## src/rtl/pdc_pkg.sv

```systemverilog
package pdc_pkg;

  // Strobes from control to datapath, valid for one clock
  typedef struct packed {
    logic hold;   // run disabled: park counter, prescaler and high store
    logic rise;   // synchronised rising edge seen this cycle
    logic fall;   // synchronised falling edge seen this cycle
  } pdcStrobe_t;

endpackage

```

## src/rtl/pdc_sync.sv

```systemverilog
module pdc_sync #(
  parameter int STAGES = 2
) (
  input  logic clk,
  input  logic rstN,
  input  logic din,
  output logic dout
);

  logic [STAGES-1:0] stage;

  generate
    if (STAGES == 1) begin : gSingle
      always_ff @(posedge clk or negedge rstN) begin
        if (!rstN) stage <= '0;
        else       stage <= din;
      end
    end else begin : gChain
      always_ff @(posedge clk or negedge rstN) begin
        if (!rstN) stage <= '0;
        else       stage <= {stage[STAGES-2:0], din};
      end
    end
  endgenerate

  assign dout = stage[STAGES-1];

endmodule

```

## src/rtl/pdc_ctrl.sv

```systemverilog
module pdc_ctrl
  import pdc_pkg::*;
#(
  parameter int SYNC_STAGES = 2
) (
  input  logic       clk,
  input  logic       rstN,
  input  logic       enable,
  input  logic       dataIn,
  output pdcStrobe_t strobes
);

  logic syncLevel;
  logic prevLevel;
  logic riseSeen;
  logic fallSeen;

  pdc_sync #(.STAGES(SYNC_STAGES)) uSync (
    .clk  (clk),
    .rstN (rstN),
    .din  (dataIn),
    .dout (syncLevel)
  );

  // The previous level follows the line even while disabled, so that
  // enabling on a high line is not mistaken for a rising edge.
  always_ff @(posedge clk or negedge rstN) begin
    if (!rstN) prevLevel <= 1'b0;
    else       prevLevel <= syncLevel;
  end

  assign riseSeen = syncLevel & ~prevLevel;
  assign fallSeen = ~syncLevel & prevLevel;

  always_comb begin
    strobes.hold = ~enable;
    strobes.rise = enable & riseSeen;
    strobes.fall = enable & fallSeen;
  end

endmodule

```

## src/rtl/pdc_datapath.sv

```systemverilog
module pdc_datapath
  import pdc_pkg::*;
#(
  parameter int              CNT_W     = 32,
  parameter int              PRE_W     = 16,
  parameter logic [CNT_W-1:0] CNT_LIMIT = 32'h7FFF_FFFE
) (
  input  logic             clk,
  input  logic             rstN,
  input  pdcStrobe_t       strobes,
  input  logic [PRE_W-1:0] prescale,
  output logic             evtValid,
  output logic             evtLevel,
  output logic [CNT_W-1:0] evtDuration,
  output logic [CNT_W-1:0] tickCount
);

  localparam logic [PRE_W-1:0] PRE_ONE = PRE_W'(1);
  localparam logic [CNT_W-1:0] CNT_ONE = CNT_W'(1);

  logic [PRE_W-1:0] presCnt;
  logic [CNT_W-1:0] highCap;
  logic             tickNow;
  logic             singleClk;
  logic [CNT_W-1:0] cntAdvanced;
  logic [PRE_W-1:0] presAdvanced;

  assign singleClk    = (prescale == '0);
  assign tickNow      = (presCnt >= prescale);
  assign presAdvanced = tickNow ? '0 : presCnt + PRE_ONE;
  assign cntAdvanced  = !tickNow ? tickCount
                      : (tickCount >= CNT_LIMIT) ? '0 : tickCount + CNT_ONE;

  // Prescaler and tick counter
  always_ff @(posedge clk or negedge rstN) begin
    if (!rstN) begin
      presCnt   <= '0;
      tickCount <= '0;
    end else if (strobes.hold) begin
      presCnt   <= '0;
      tickCount <= '0;
    end else if (strobes.rise) begin
      // The edge cycle is the first clock of the new phase
      presCnt   <= singleClk ? '0 : PRE_ONE;
      tickCount <= singleClk ? CNT_ONE : '0;
    end else begin
      presCnt   <= presAdvanced;
      tickCount <= cntAdvanced;
    end
  end

  // Stored high time
  always_ff @(posedge clk or negedge rstN) begin
    if (!rstN)                            highCap <= '0;
    else if (strobes.hold || strobes.rise) highCap <= '0;
    else if (strobes.fall)                highCap <= tickCount;
  end

  // Event register
  always_ff @(posedge clk or negedge rstN) begin
    if (!rstN) begin
      evtValid    <= 1'b0;
      evtLevel    <= 1'b0;
      evtDuration <= '0;
    end else begin
      evtValid <= ~strobes.hold & (strobes.rise | strobes.fall);
      if (!strobes.hold && strobes.fall) begin
        evtLevel    <= 1'b1;
        evtDuration <= tickCount;
      end else if (!strobes.hold && strobes.rise) begin
        evtLevel    <= 1'b0;
        evtDuration <= tickCount - highCap;
      end
    end
  end

endmodule

```

## src/rtl/pulse_duration_capture.sv

```systemverilog
module pulse_duration_capture
  import pdc_pkg::*;
#(
  parameter int               CNT_W       = 32,
  parameter int               PRE_W       = 16,
  parameter int               SYNC_STAGES = 2,
  parameter logic [CNT_W-1:0] CNT_LIMIT   = 32'h7FFF_FFFE
) (
  input  logic             clk,
  input  logic             rstN,
  input  logic             enable,
  input  logic             dataIn,
  input  logic [PRE_W-1:0] prescale,
  output logic             evtValid,
  output logic             evtLevel,
  output logic [CNT_W-1:0] evtDuration
);

  pdcStrobe_t       strobes;
  logic [CNT_W-1:0] tickCount;

  pdc_ctrl #(.SYNC_STAGES(SYNC_STAGES)) uCtrl (
    .clk     (clk),
    .rstN    (rstN),
    .enable  (enable),
    .dataIn  (dataIn),
    .strobes (strobes)
  );

  pdc_datapath #(
    .CNT_W     (CNT_W),
    .PRE_W     (PRE_W),
    .CNT_LIMIT (CNT_LIMIT)
  ) uPath (
    .clk         (clk),
    .rstN        (rstN),
    .strobes     (strobes),
    .prescale    (prescale),
    .evtValid    (evtValid),
    .evtLevel    (evtLevel),
    .evtDuration (evtDuration),
    .tickCount   (tickCount)
  );

endmodule

```

## config.mk

```make
export PLATFORM = sky130hd
export DESIGN_NAME = pulse_duration_capture
export DESIGN_NICKNAME = d
export VERILOG_FILES = /design/src/rtl/pdc_pkg.sv /design/src/rtl/pdc_sync.sv /design/src/rtl/pdc_ctrl.sv /design/src/rtl/pdc_datapath.sv /design/src/rtl/pulse_duration_capture.sv
export SDC_FILE = /design/constraint.sdc
export NUM_CORES = 1
export LEC_CHECK = 0
export BUFFER_PORTS_ARGS = -buffer_cell sky130_fd_sc_hd__buf_2
export CORE_MARGIN = 2
export CORE_UTILIZATION = 41
export CTS_CLUSTER_DIAMETER = 150
export CTS_CLUSTER_SIZE = 12
export DETAILED_ROUTE_END_ITERATION = 6
export PLACE_DENSITY_LB_ADDON = 0.3
export SYNTH_ARGS = -nofsm -noshare
export SYNTH_HDL_FRONTEND = slang
export SYNTH_SLANG_ARGS = --single-unit
export TNS_END_PERCENT = 5
```

## constraint.sdc

```tcl
create_clock -name clk -period 3.1 [get_ports clk]
set_input_delay 0.62 -clock clk [delete_from_list [all_inputs] [get_ports clk]]
set_output_delay 0.62 -clock clk [all_outputs]
set_load 0.005 [all_outputs]
```

# Yosys cells after proc, flatten, opt, wreduce, memory -nomap -nowiden
# Cells that the tools add are included.
[op_classes] n_div=0 muxes=15 multipliers=0 eq_ne=1 shifts=0 reduce_logical=6 add_sub_neg=3 n_bitwise=9 order_cmp=2
[ops] op="32-bit 2-to-1 mux" count=8
[ops] op="16-bit 2-to-1 mux" count=3
[ops] op="32-bit by 1-bit adder with 32-bit output (second input constant)" count=1
[ops] op="32-bit by 31-bit greater-or-equal comparator with 1-bit output (second input constant)" count=1
[ops] op="32-bit subtractor" count=1
[ops] op="16-bit by 1-bit adder with 16-bit output (second input constant)" count=1
[ops] op="16-bit greater-or-equal comparator" count=1
[ops] op="16-bit zero test" count=1
[ops] op="1-bit bitwise AND" count=5
[ops] op="1-bit 2-to-1 mux" count=4
[ops] op="2-bit nonzero test" count=2
[ops] op="3-bit by 1-bit != test with 1-bit output (second input constant)" count=1
[ops] op="1-bit NOT" count=3
[ops] op="1-bit logical AND" count=2
[ops] op="1-bit logical OR" count=1
[ops] op="1-bit OR" count=1
[totals] n_memories=0 ramBits=0 ff_bits=117 wordCells=44 rom_bits=0 output_inout_bits=34 latch_bits=0

# Longest topological paths before layout
[depth] depth_word=6 mapped_depth=13

# By module
# Synthesis repeated with hierarchy kept, for this count alone.
[unflattened] hier_cells=831 area_unflattened_um2=7398.3
[by_module_without_submodules] module="pdc_datapath" area_each_um2=7302.0 cells_per_inst=825 instances=1
[by_module_without_submodules] module="pdc_sync" area_each_um2=50.0 cells_per_inst=2 instances=1
[by_module_without_submodules] module="pdc_ctrl" area_each_um2=46.3 cells_per_inst=4 instances=1

# Worst setup path after synthesis
# OpenSTA, ideal clock, no wires.
[synth_path] path_kind="in2reg" startpoint="in prescale[5]" endpoint="reg uPath.tickCount[19]" t_required_ns=2.966 stages=13 slack_ns=0.308 setup_time_ns=0.134 arrival_time_ns=2.657 path_cell_list="inv_1 -> ha_1 -> a21o_1 -> a21o_1 -> a21o_1 -> a211oi_1 -> o21ai_1 -> a31oi_1 -> o21ai_1 -> nand2b_1 -> buf_2 -> buf_2 -> o31ai_1"
[synth_between] elab_chain_len=2
[synth_lines] item="start, declared" line_no="pulse_duration_capture.sv:13" rtl="input logic [PRE_W-1:0] prescale,"
[synth_lines] item="16-bit greater-or-equal comparator" line_no="pdc_datapath.sv:29" rtl="assign tickNow = (presCnt >= prescale);"
[synth_lines] item="3-bit by 1-bit != test with 1-bit output (no line)"
[synth_lines] item="end signal, assigned" line_no="pdc_datapath.sv:45" rtl="tickCount <= singleClk ? CNT_ONE : '0;"
[synth_lines] item="end signal, assigned" line_no="pdc_datapath.sv:48" rtl="tickCount <= cntAdvanced;"
[synth_lines] item="end, declared" line_no="pdc_datapath.sv:15" rtl="output logic [CNT_W-1:0] tickCount"
# No other way between the ends.
# A chain may end at the register's enable or synchronous reset.

# Final worst setup path
[layout_path] startpoint="reg uPath.tickCount[1]" endpoint="reg uPath.evtDuration[31]"
[layout_between] elab_chain_len=3
[layout_lines] item="32-bit subtractor" line_no="pdc_datapath.sv:72" rtl="evtDuration <= tickCount - highCap;"
[layout_lines] item="32-bit 2-to-1 mux" line_no="pdc_datapath.sv:70" rtl="end else if (!strobes.hold && strobes.rise) begin"
[layout_lines] item="32-bit 2-to-1 mux" line_no="pdc_datapath.sv:67" rtl="if (!strobes.hold && strobes.fall) begin"
[layout_lines] item="end signal, assigned" line_no="pdc_datapath.sv:69" rtl="evtDuration <= tickCount;"
[layout_lines] item="end signal, assigned" line_no="pdc_datapath.sv:72"
[layout_lines] item="end, declared" line_no="pdc_datapath.sv:14" rtl="output logic [CNT_W-1:0] evtDuration,"
# No other way between the ends. The select of a mux whose other input is x is not followed.

==> qor.txt <==
Synth Cell Area: 7221 um^2
Routed WL per cell: 16.72 um
required time worst endpoint: 3410 ps
first-pass GRT wire length: 30830 um
critical path's slowest cell: a2111o_1
Worst setup SP type: flop
ant diodes: 0
Clock Latency Late Sink: 430 ps
via count: 6077
fin nets: 934
Congestion Overflow GR: 0
final setup vio count: 0
Synth-to-Final Area Change: 19.15%
die width: 136.7 um
register area share after synthesis: 40.55%
vias per inst: 5.520
Slew HR: 39.51%
CTS buffer count: 17
post-synth cell types: 63
Leakage: 4.178 nW
Mapped Avg Cell Area: 9.222 um^2
Final Hold Fails: 0
setup ws final: 151.6 ps
Sw Pwr: 1.121 mW
switching fraction of total power: 26.49%
RSZ-0062 raised after global routing: no
min cycle time layout: 2948 ps
HP Class: primary input to asynchronous set/reset pin
initial core utilization: 41.89%
top_reg_cell synth: dfrtp_1
fin. max-slew vios: 0
Max-Cap Viols: 0
crit share post-route: 95.11%
ys async rst share: 100.0%
worst slew pin tran: 906.4 ps
First DRT Iteration DRCs: 496
pre-CTS setup slack: 116.1 ps
Detail Placement HPWL: 12690 um
CTS tree: built
worst clock skew: 5.806 ps
CTS max path bufs: 2
most frequent cells in the layout: 117 x dfrtp_1, 82 x o21ai_0, 60 x nor2_1
Internal Power: 3.111 mW
commonest non-fill, non-tap cell in the layout: dfrtp_1
status: finished clean
DRT Pass-1 Iters: 5
maximum number of pins on one net before global-route repair: 66
Total GRT Usage: 21.23%
synthesized flop and latch total: 117
clock-pin slew on the worst setup and hold paths: 60 ps
Max Fclk: 0.3392 GHz
Clock Root Buffer: clkbuf_16
critical path type: flop to flop
crit end category: flop
Cell Chain, Critical Path: ha_1 -> or2b_2 -> a21oi_4 -> o21bai_1 -> a2111o_1 -> a21oi_2 -> o2111ai_2 -> a21boi_2 -> mux2i_1 -> a311o_1
WL final: 18410 um
Clk pwr share: 48.3%
drt drc: 0
Post-DRT Antenna Nets: 0
sequential share of power: 38.7%
RD Place Congestion: 0.8638
vias in the first global route: 5960
synth warn: 0
Mapped Cells: 783
VDD IR max: 0.4189 mV
Worst Path Arrival: 3260 ps
# rows: 48
PD cells: 491.8 nW/um^2
Register-to-Register Path Depth: 10
post-CTS setup buffers: 0
final setup TNS: 0 ps
area of the core: 17240 um^2
post_cts resized: 0
Die Ht: 136.7 um
Post-DP Area: 7990 um^2
Comb pwr share: 13.0%
H-tree levels: 4
EDFF count, synth: 0
Final Instance Area: 8603 um^2
io pins: 54
CP max stage delay: 460 ps
Max FO, Critical Path: 5
CTS Hold Bufs: 0
initial antenna violation count: 0
synthesized net count: 854
DIE AREA: 18690 um^2
# clock sinks: 117
IO Port Bufs: 53
layout cells sized above 1: 16.78%
[path summary, 6_finish.rpt]
check / endpoint / startpoint / slack, ps
max: uPath.evtDuration[31] / uPath.tickCount[1] / 150
min: uCtrl.uSync.stage[0] / rstN / 210
max reg2reg: uPath.evtDuration[31] / uPath.tickCount[1] / 150
min reg2reg: uCtrl.uSync.stage[1] / uCtrl.uSync.stage[0] / 350
max in group asynchronous: uPath.highCap[2] / rstN / 2190
min in group clk: uCtrl.uSync.stage[0] / dataIn / 300
[cell usage after synthesis (all sizes together), types with 3 or more instances]
| cell type | n | area, um^2 |
|---|---|---|
| dfrtp | 117 | 2928 |
| a22oi | 28 | 210.2 |
| o21a | 3 | 23.77 |
| nor3 | 4 | 20.02 |
| nand2b | 11 | 68.82 |
| and2 | 8 | 52.55 |
| a221o | 6 | 60.06 |
| o21ai | 84 | 420.4 |
| clkbuf | 26 | 107.6 |
| a21oi | 34 | 185.2 |
| nor2 | 62 | 232.7 |
| and4 | 6 | 52.55 |
| buf | 10 | 52.54 |
| and3 | 14 | 87.58 |
| inv | 57 | 214.0 |
| a22o | 32 | 280.3 |
| ha | 50 | 625.6 |
| o31ai | 22 | 165.2 |
| a31oi | 7 | 43.79 |
| xor2 | 19 | 166.4 |
| or2b | 5 | 41.29 |
| o21bai | 7 | 52.55 |
| mux2i | 3 | 30.03 |
| nor2b | 13 | 81.33 |
| o2111ai | 3 | 32.53 |
| nand2 | 35 | 131.4 |
| a21o | 22 | 165.2 |
| nand4 | 10 | 62.56 |
| a221oi | 3 | 26.28 |
| nor4 | 7 | 50.05 |
| xnor2 | 20 | 175.2 |
| nand3 | 31 | 155.2 |
[routing by layer]
metal | vias to the layer above | share of wire [%] | GRT usage (%)
met4 | 0 | 0.91 | 5.556
met1 | 2904 | 48 | 29.64
met3 | 16 | 4.3 | 5.556
met2 | 139 | 46 | 32.69
li1 | 3018 | - | -
met5 | - | 0 | 0
[through the flow]
stage | hold slack (ps) | power (mW) | std cells | utilization [%]
floorplan | 324.4 | 1.974 | 783 | -
global placement | 341.5 | 2.212 | 1069 | 46.36
detailed placement | 336.2 | 2.217 | 1069 | 46.36
CTS | 223.2 | 4.276 | 1101 | 49.88
global route | 233.4 | 4.413 | 1101 | 49.91
finish | 210.8 | 4.231 | 1101 | 49.91
[worst max-delay path: cells and delay by family, from the launching register on]
family	cells	cell delay, ps
multiplexers	1	100
flip-flops	1	420
adder cells (fa/ha/maj)	1	290
AND/OR/NAND/NOR	1	320
AO/OA/AOI/OAI	7	1680
[registers in the layout (all words and copies together) (netlist names)]
name and cells:
uPath.presCnt 16, uCtrl.uSync.stage 2, uPath.evtValid 1, uPath.evtLevel 1
uPath.highCap 32, uCtrl.prevLevel 1, uPath.evtDuration 32, uPath.tickCount 32
[power groups by stage]
stage	combinational, mW	clock [mW]	sequential, mW
3_3_place_gp	0.548	0	1.66
4_1_cts	0.559	2.08	1.64
3_5_place_dp	0.553	0	1.66
5_1_grt	0.617	2.15	1.64
2_1_floorplan	0.306	0	1.67
6_report	0.550	2.04	1.64
[final cells by class]
| cell class | count | area [um^2] |
|---|---|---|
| clock buffer | 18 | 429.2 |
| clock inverter | 14 | 178.9 |
| fill | 1614 | 8633 |
| inverter | 57 | 214.0 |
| multi-input combinational | 570 | 3901 |
| sequential | 117 | 2928 |
| tap | 225 | 281.5 |
| timing repair buffer | 100 | 670.6 |
[cells by family (layout without fill, tap and decap cells)]
family	after synthesis	after routing	synth area share, %
AO/OA/AOI/OAI	263	263	24.59
XOR/XNOR	39	39	4.731
adder cells (fa/ha/maj)	51	51	8.941
buffers and inverters	96	189	5.631
flip-flops	117	117	40.55
multiplexers	3	3	0.4159
AND/OR/NAND/NOR	214	214	15.14
No activity file was read; power rests on OpenSTA's default activity.
